<file path="src/rtl/bas_pkg.sv">
package bas_pkg;
  localparam int unsigned BURST_W = 2;

  typedef enum logic [1:0] {
    LD_NONE = 2'd0,
    LD_PROC = 2'd1,
    LD_CTRL = 2'd2
  } load_e;

  // Low address bits for a given base and count in the chosen order.
  function automatic logic [BURST_W-1:0] burst_low(
    input logic [BURST_W-1:0] base,
    input logic [BURST_W-1:0] cnt,
    input logic               linear
  );
    logic [BURST_W-1:0] r;
    if (linear) r = base + cnt;
    else        r = base ^ cnt;
    return r;
  endfunction

  // Combined chip-select evaluation.
  function automatic logic ce_eval(input logic main, input logic aux_hi, input logic aux_lo_n);
    return main & aux_hi & ~aux_lo_n;
  endfunction
endpackage

</file>
<file path="src/rtl/bas_strobe_arb.sv">
module bas_strobe_arb
  import bas_pkg::*;
(
  input  logic  proc_strobe,
  input  logic  ctrl_strobe,
  input  logic  ce_main,
  output load_e ld_kind
);
  logic proc_ok;
  assign proc_ok = proc_strobe & ce_main;

  always_comb begin
    if (proc_ok)          ld_kind = LD_PROC;
    else if (ctrl_strobe) ld_kind = LD_CTRL;
    else                  ld_kind = LD_NONE;
  end
endmodule

</file>
<file path="src/rtl/bas_burst_ctr.sv">
module bas_burst_ctr
  import bas_pkg::*;
(
  input  logic               clk,
  input  logic               rst_n,
  input  logic               load,
  input  logic               advance,
  input  logic               selected,
  input  logic               linear_in,
  output logic [BURST_W-1:0] cnt,
  output logic               linear_q
);
  logic step;
  assign step = ~load & advance & selected;

  always_ff @(posedge clk) begin
    if (!rst_n) begin
      cnt      <= '0;
      linear_q <= 1'b0;
    end else if (load) begin
      cnt      <= '0;
      linear_q <= linear_in;
    end else if (step) begin
      cnt      <= cnt + 1'b1;
    end
  end

  // the count steps by one on each advance while selected
  assert_count_step_R6: assert property (@(posedge clk) disable iff (!rst_n)
    step |=> (cnt == BURST_W'($past(cnt) + 1'b1)));

  // the order bit only changes on a load
  assert_order_kept_R13: assert property (@(posedge clk) disable iff (!rst_n)
    !load |=> $stable(linear_q));
endmodule

</file>
<file path="src/rtl/bas_base_reg.sv">
module bas_base_reg
  import bas_pkg::*;
#(
  parameter int unsigned ADDR_W = 15
) (
  input  logic              clk,
  input  logic              rst_n,
  input  load_e             ld_kind,
  input  logic [ADDR_W-1:0] ext_addr,
  input  logic              ce_ok,
  output logic [ADDR_W-1:0] base,
  output logic              selected,
  output logic              proc_burst
);
  always_ff @(posedge clk) begin
    if (!rst_n) begin
      base       <= '0;
      selected   <= 1'b0;
      proc_burst <= 1'b0;
    end else if (ld_kind != LD_NONE) begin
      base       <= ext_addr;
      selected   <= ce_ok;
      proc_burst <= (ld_kind == LD_PROC);
    end
  end

  // select is only re-evaluated on a load
  assert_sel_hold_R11: assert property (@(posedge clk) disable iff (!rst_n)
    (ld_kind == LD_NONE) |=> $stable(selected));
endmodule

</file>
<file path="src/rtl/burst_addr_seq.sv">
module burst_addr_seq
  import bas_pkg::*;
#(
  parameter int unsigned ADDR_W = 15
) (
  input  logic              clk,
  input  logic              rst_n,
  input  logic [ADDR_W-1:0] ext_addr,
  input  logic              proc_strobe,
  input  logic              ctrl_strobe,
  input  logic              advance,
  input  logic              ce_main,
  input  logic              ce_aux_hi,
  input  logic              ce_aux_lo_n,
  input  logic              linear_order,
  output logic [ADDR_W-1:0] word_addr,
  output logic              selected,
  output logic              proc_burst
);
  localparam int unsigned UPPER_W = ADDR_W - BURST_W;

  load_e              ld_kind;
  logic               load_any;
  logic               ce_ok;
  logic [ADDR_W-1:0]  base;
  logic [BURST_W-1:0] cnt;
  logic               linear_q;

  assign ce_ok    = ce_eval(ce_main, ce_aux_hi, ce_aux_lo_n);
  assign load_any = (ld_kind != LD_NONE);

  bas_strobe_arb u_arb (
    .proc_strobe (proc_strobe),
    .ctrl_strobe (ctrl_strobe),
    .ce_main     (ce_main),
    .ld_kind     (ld_kind)
  );

  bas_base_reg #(.ADDR_W(ADDR_W)) u_base (
    .clk        (clk),
    .rst_n      (rst_n),
    .ld_kind    (ld_kind),
    .ext_addr   (ext_addr),
    .ce_ok      (ce_ok),
    .base       (base),
    .selected   (selected),
    .proc_burst (proc_burst)
  );

  bas_burst_ctr u_ctr (
    .clk       (clk),
    .rst_n     (rst_n),
    .load      (load_any),
    .advance   (advance),
    .selected  (selected),
    .linear_in (linear_order),
    .cnt       (cnt),
    .linear_q  (linear_q)
  );

  assign word_addr = {base[ADDR_W-1:BURST_W], burst_low(base[BURST_W-1:0], cnt, linear_q)};

  // a load presents the new address in the next cycle
  assert_load_addr_R2: assert property (@(posedge clk) disable iff (!rst_n)
    load_any |=> (word_addr == $past(ext_addr)));

  // a gated processor strobe alone changes nothing
  assert_proc_gated_R3: assert property (@(posedge clk) disable iff (!rst_n)
    (proc_strobe && !ce_main && !ctrl_strobe && !advance) |=>
      ($stable(word_addr) && $stable(selected) && $stable(proc_burst)));

  // the processor strobe wins when enabled
  assert_proc_prio_R5: assert property (@(posedge clk) disable iff (!rst_n)
    (proc_strobe && ce_main) |=> proc_burst);

  // upper bits stay fixed within a burst
  assert_upper_fixed_R7: assert property (@(posedge clk) disable iff (!rst_n)
    !load_any |=> (word_addr[ADDR_W-1:BURST_W] == $past(word_addr[ADDR_W-1:BURST_W])));

  // no load and no effective step holds the address
  assert_suspend_R8: assert property (@(posedge clk) disable iff (!rst_n)
    (!load_any && (!advance || !selected)) |=> $stable(word_addr));

  logic [UPPER_W-1:0] unused_upper_chk;
  assign unused_upper_chk = base[ADDR_W-1:BURST_W];
endmodule

</file>
<file path="config.mk">
export PLATFORM = sky130hd
export DESIGN_NAME = burst_addr_seq
export DESIGN_NICKNAME = d
export VERILOG_FILES = /design/src/rtl/bas_pkg.sv /design/src/rtl/bas_strobe_arb.sv /design/src/rtl/bas_burst_ctr.sv /design/src/rtl/bas_base_reg.sv /design/src/rtl/burst_addr_seq.sv
export SDC_FILE = /design/constraint.sdc
export NUM_CORES = 1
export LEC_CHECK = 0
export ABC_CLOCK_PERIOD_IN_PS = 1200
export BUFFER_PORTS_ARGS = -buffer_cell sky130_fd_sc_hd__buf_2
export CORE_ASPECT_RATIO = 1.25
export CORE_MARGIN = 4
export CORE_UTILIZATION = 48
export CTS_BUF_LIST = sky130_fd_sc_hd__clkbuf_4 sky130_fd_sc_hd__clkbuf_8
export DETAILED_ROUTE_END_ITERATION = 8
export PLACE_DENSITY = 0.81
export SLEW_MARGIN = 20
export SYNTH_ARGS = -nofsm -noshare
export SYNTH_HDL_FRONTEND = slang
export SYNTH_SLANG_ARGS = --single-unit
</file>
<file path="constraint.sdc">
create_clock -name clk -period 1.2 [get_ports clk]
set_input_delay 0.3 -clock clk [delete_from_list [all_inputs] [get_ports clk]]
set_output_delay 0.3 -clock clk [all_outputs]
set_load 0.01 [all_outputs]
</file>
; Word-level counts from Yosys, hierarchy flattened
; Index checks and enable logic that the tools add are counted.
[classes]
n_eq_ne = 1
n_addsub = 2
n_reduce_logical = 2
n_mux = 3
bitwise = 9
[op_table]
columns = operator, count
row1 = 2-to-1 mux 2 bit, 3
row2 = AND 1 bit, 5
row3 = NOT 1 bit, 3
row4 = "adder 2 x 1 -> 2 bit, second input constant", 1
row5 = adder 2 bit, 1
row6 = "equality test 2 x 1 -> 1 bit, second input constant", 1
row7 = nonzero test 2 bit, 1
row8 = OR reduction 2 bit, 1
row9 = bitwise XOR 2 bit, 1
[word_totals]
wordCells = 22
out_inout_bits = 17
register_bits = 20

; Longest topological paths before layout
[depth]
depth_word = 6
mapped_depth = 5
depth_no_buf = 3

; By module
; Synthesis repeated with hierarchy kept, for this count alone.
[hier_totals]
cells_unflattened = 101
area_unflattened_um2 = 934.6
[by_module_without_submodules]
columns = module, area_per_inst_um2, instances, seq_area_each_um2, cells_per_inst
row1 = bas_base_reg, 728.2, 1, 340.3, 78
row2 = bas_burst_ctr, 137.6, 1, 60.1, 13
row3 = burst_addr_seq, 47.5, 1, 0.0, 7
row4 = bas_strobe_arb, 21.3, 1, 0.0, 3

; Worst setup path before layout
; OpenSTA, ideal clock, no wires.
[synth_path]
kind = reg2out
startpoint = reg u_ctr.cnt[0]
endpoint = out word_addr[1]
slack_ns = 0.132
required_ns = 0.900
arrival_time_ns = 0.768
path_stages_with_launch = 4
path_cell_list = dfxtp_1 -> ha_1 -> nand2_1 -> xnor2_1
[synth_between]
elab_chain_cells = 2
[synth_lines]
columns = item, line_no
row1 = from (decl), bas_burst_ctr.sv:10  ; output logic [BURST_W-1:0] cnt,
row2 = from (signal assigned), bas_burst_ctr.sv:24  ; cnt <= cnt + 1'b1;
row3 = adder 2 bit, bas_pkg.sv:17  ; if (linear) r = base + cnt;
row4 = 2-to-1 mux 2 bit, bas_pkg.sv:17
row5 = to (decl), burst_addr_seq.sv:16  ; output logic [ADDR_W-1:0] word_addr,
; No other way between the ends.

; Worst setup path after layout
[layout_path]
startpoint = reg u_ctr.cnt[1]
endpoint = out word_addr[1]
[layout_between]
elab_chain_cells = 2
elab_cells_between_ends = 3
cone_classes = add/sub: 1 / mux: 1 / bitwise: 1
[layout_lines]
columns = item, line_no
row1 = adder 2 bit / bitwise XOR 2 bit (equally long branches), "bas_pkg.sv:17, bas_pkg.sv:18"
row2 = 2-to-1 mux 2 bit (*), bas_pkg.sv:17
; Mark *: on every way between the ends. The rest lies on a longest branch, timed or not.

==> impl_metrics.tcl <==
set metrics [dict create \
    setup_violations 2 \
    hold_violations 0 \
    cp_max_fo 2 \
    vias_per_cell 4.99 \
    synth_area_um2 955 \
    portBuffers 40 \
    slew_headroom_pct 83.2 \
    grt_pass1_wl_um 2880 \
    final_common_cell "buf_2" \
    globalRouteTotalUtil_pct 14.3 \
    clock.fmax_mhz 704 \
    crit_required_ns 0.90 \
    synth-edff-count 0 \
    syn_area_per_cell_um2 9.18 \
    setup_tns_ns -0.323 \
    finClkSkew_ns 0.0000587 \
    wl_per_cell_um 11.5 \
    r2r-start "u_ctr.cnt[0]" \
    clk_latency_ns 0.30 \
    reg2reg_depth 4 \
    status "finished with violations" \
    die_y_um 57.9 \
    cts-root-buf "clkbuf_4" \
    p_leak_uw 0.000538 \
    core_area_um2 1830 \
    htree_num_levels 1 \
    ys_types 18 \
    dieArea_um2 2770 \
    hp-class "primary input to flip-flop" \
    fin_hold_ws_ns 0.240 \
    crit_type "flip-flop to output port" \
    ys_ff_latch 20 \
    powerDensity_nw_per_um2 1160 \
    drive_gt1_share_pct 47.8 \
    worst_slew_pin_slew_ns 0.253 \
    p_switching_uw 326 \
    grt_pass1_vias 723 \
    ant_nets 0 \
    fin_crit_ns 1.42 \
    cpPeakStageDelay_ns 0.36 \
    yosysSeqAreaShare_pct 41.9 \
    nets 160 \
    swShare_pct 24.6 \
    grt_max_degree 20 \
    r2r_slack_ns 0.34 \
    drc 0 \
    finalWorstSetupSlack_ns -0.220 \
    internal_power_uw 999 \
    cp-start-kind "flip-flop" \
    cts_sinks 20 \
    yosys_warnings 0 \
    post-route-period-util_pct 118 \
    r2r-end "u_ctr.cnt[1]" \
    crit_path_cell_trace "xor2_1 -> xnor2_1 -> buf_2" \
    hold_depth 3 \
    drt_iter0_drc 6 \
    cap_violations 0 \
    firstDrtPassIters 4 \
    rsz0062_at_grt "yes" \
    rows 17 \
    n_fill_cell 161 \
    violations "setup timing" \
    cp-end-kind "output port" \
    area_delta_synth_final_pct 19.9 \
    ioPinCount 41 \
    holdPathEnd "u_base.base[11]" \
    grt_antenna_before_repair 0 \
    start_util_pct 52.2 \
    synth_ff_type "dfxtp_1" \
    seqPwrFrac_pct 54.3 \
    clk_pin_slew_ns 0.11 \
    irDropWorstVdd_mv 0.756 \
    synth-async-reset-ratio_pct 0 \
    cp_slowest_cell "dfxtp_2" \
    drt-total-wl_um 1760 \
    syn_inst 104 \
    clockPowerShare_pct 29.2 \
    routabilityCongestion 0.643 \
    die_w_um 47.9 \
    cts_made_buffers 3 \
    syn_nets 129 \
    n_antenna_cell 0 \
    mostFrequentLayoutCells "39 x buf_2, 36 x nand2_1, 16 x dfxtp_1" \
    clk_path_buf_depth 2 \
    drv_slew 0 \
    power_frac_comb_pct 16.5 \
    grt-ovfl-total 0 \
    cts_tree "done" \
    vias 764 \
    cp.arrival_ns 1.12 \
    min-delay-start "ext_addr[11]" \
]
cell families (layout without fill, tap and decap cells):
logic type	Yosys count	after routing	synth area share, %
and+or+nand+nor	42	42	17.4
AOI/OAI and AO/OA	20	20	20.6
DFF	20	20	41.9
buffers and inverters	17	47	15.1
xor gates and xnor gates	4	4	3.67
adders and majority gates	1	1	1.31
routing by layer:
layer | GRT usage [%] | part of all wire, % | up-vias
met3 | 3.73 | 9.4 | 5
li1 | - | - | 383
met2 | 25.7 | 52 | 32
met5 | 0 | 0 | -
met4 | 6.92 | 2.2 | 0
met1 | 14.1 | 37 | 344
what timing repair did:
item / CTS / global route
setup buffers: 1 / 0
hold endpoints to repair: 0 / 0
endpoints found under the setup margin: 2 / 2
pin swaps: 2 / 1
resized for setup: 6 / 2
cloned: 0 / 0
hold buffers: 0 / 0
sequential cells by signal, summed over array words and instances (netlist names):
signal and flops:
u_ctr.cnt 2, u_base.base 15, u_ctr.linear_q 1, u_base.selected 1
u_base.proc_burst 1
critical path, delay by kind of cell (launching register included):
kind,cells,cell delay (ns)
flip-flops,1,0.36
XOR/XNOR,2,0.31
buffers and inverters,1,0.15
through the flow:
step / total power, µW / instance area [µm²] / cells / util [%] / worst slack [ns]
after floorplan: 891 / 955 / 104 / - / 0.132
after global placement: 942 / 1070 / 148 / 58.8 / 0.0780
after detailed placement: 949 / 1070 / 148 / 58.8 / -0.0000375
after CTS: 1340 / 1140 / 153 / 62.4 / -0.248
after global routing: 1390 / 1140 / 153 / 62.6 / -0.293
final: 1320 / 1140 / 153 / 62.6 / -0.220
cell type report:
class | instances | area, µm² | area share [%]
Clock buffer | 4 | 36.3 | 3.17
Multi-Input combinational cell | 67 | 425 | 37.2
Sequential cell | 20 | 405 | 35.4
Tap cell | 19 | 23.8 | 2.08
Timing Repair Buffer | 43 | 254 | 22.2
worst max path at each step:
stage	from	to	slack, ns	cells after the start
5_1_grt	u_ctr.cnt[1]	word_addr[1]	-0.29	3
3_3_place_gp	u_ctr.cnt[0]	word_addr[1]	0.08	4
4_1_cts	u_base.base[0]	word_addr[1]	-0.25	4
6_report	u_ctr.cnt[1]	word_addr[1]	-0.22	3
3_5_place_dp	u_ctr.cnt[0]	word_addr[1]	-0.00004	4
2_1_floorplan	u_ctr.cnt[0]	word_addr[1]	0.13	3
cell usage after synthesis (2+ instances only):
| library cell | instances | area, µm² |
|---|---|---|
| nor2_1 | 2 | 7.51 |
| a21boi_0 | 7 | 52.6 |
| a21boi_2 | 10 | 113 |
| dfxtp_1 | 20 | 400 |
| xor2_1 | 3 | 26.3 |
| buf_6 | 2 | 22.5 |
| nand2_1 | 37 | 139 |
| buf_4 | 13 | 97.6 |
power groups by stage:
stage | clock network (µW) | logic, µW | registers (µW)
after floorplan | 0 | 159 | 731
after global placement | 0 | 211 | 731
after detailed placement | 0 | 217 | 732
after CTS | 399 | 222 | 719
after global routing | 426 | 242 | 724
final | 387 | 218 | 719
Note: power is estimated with default switching activity, not from simulation.
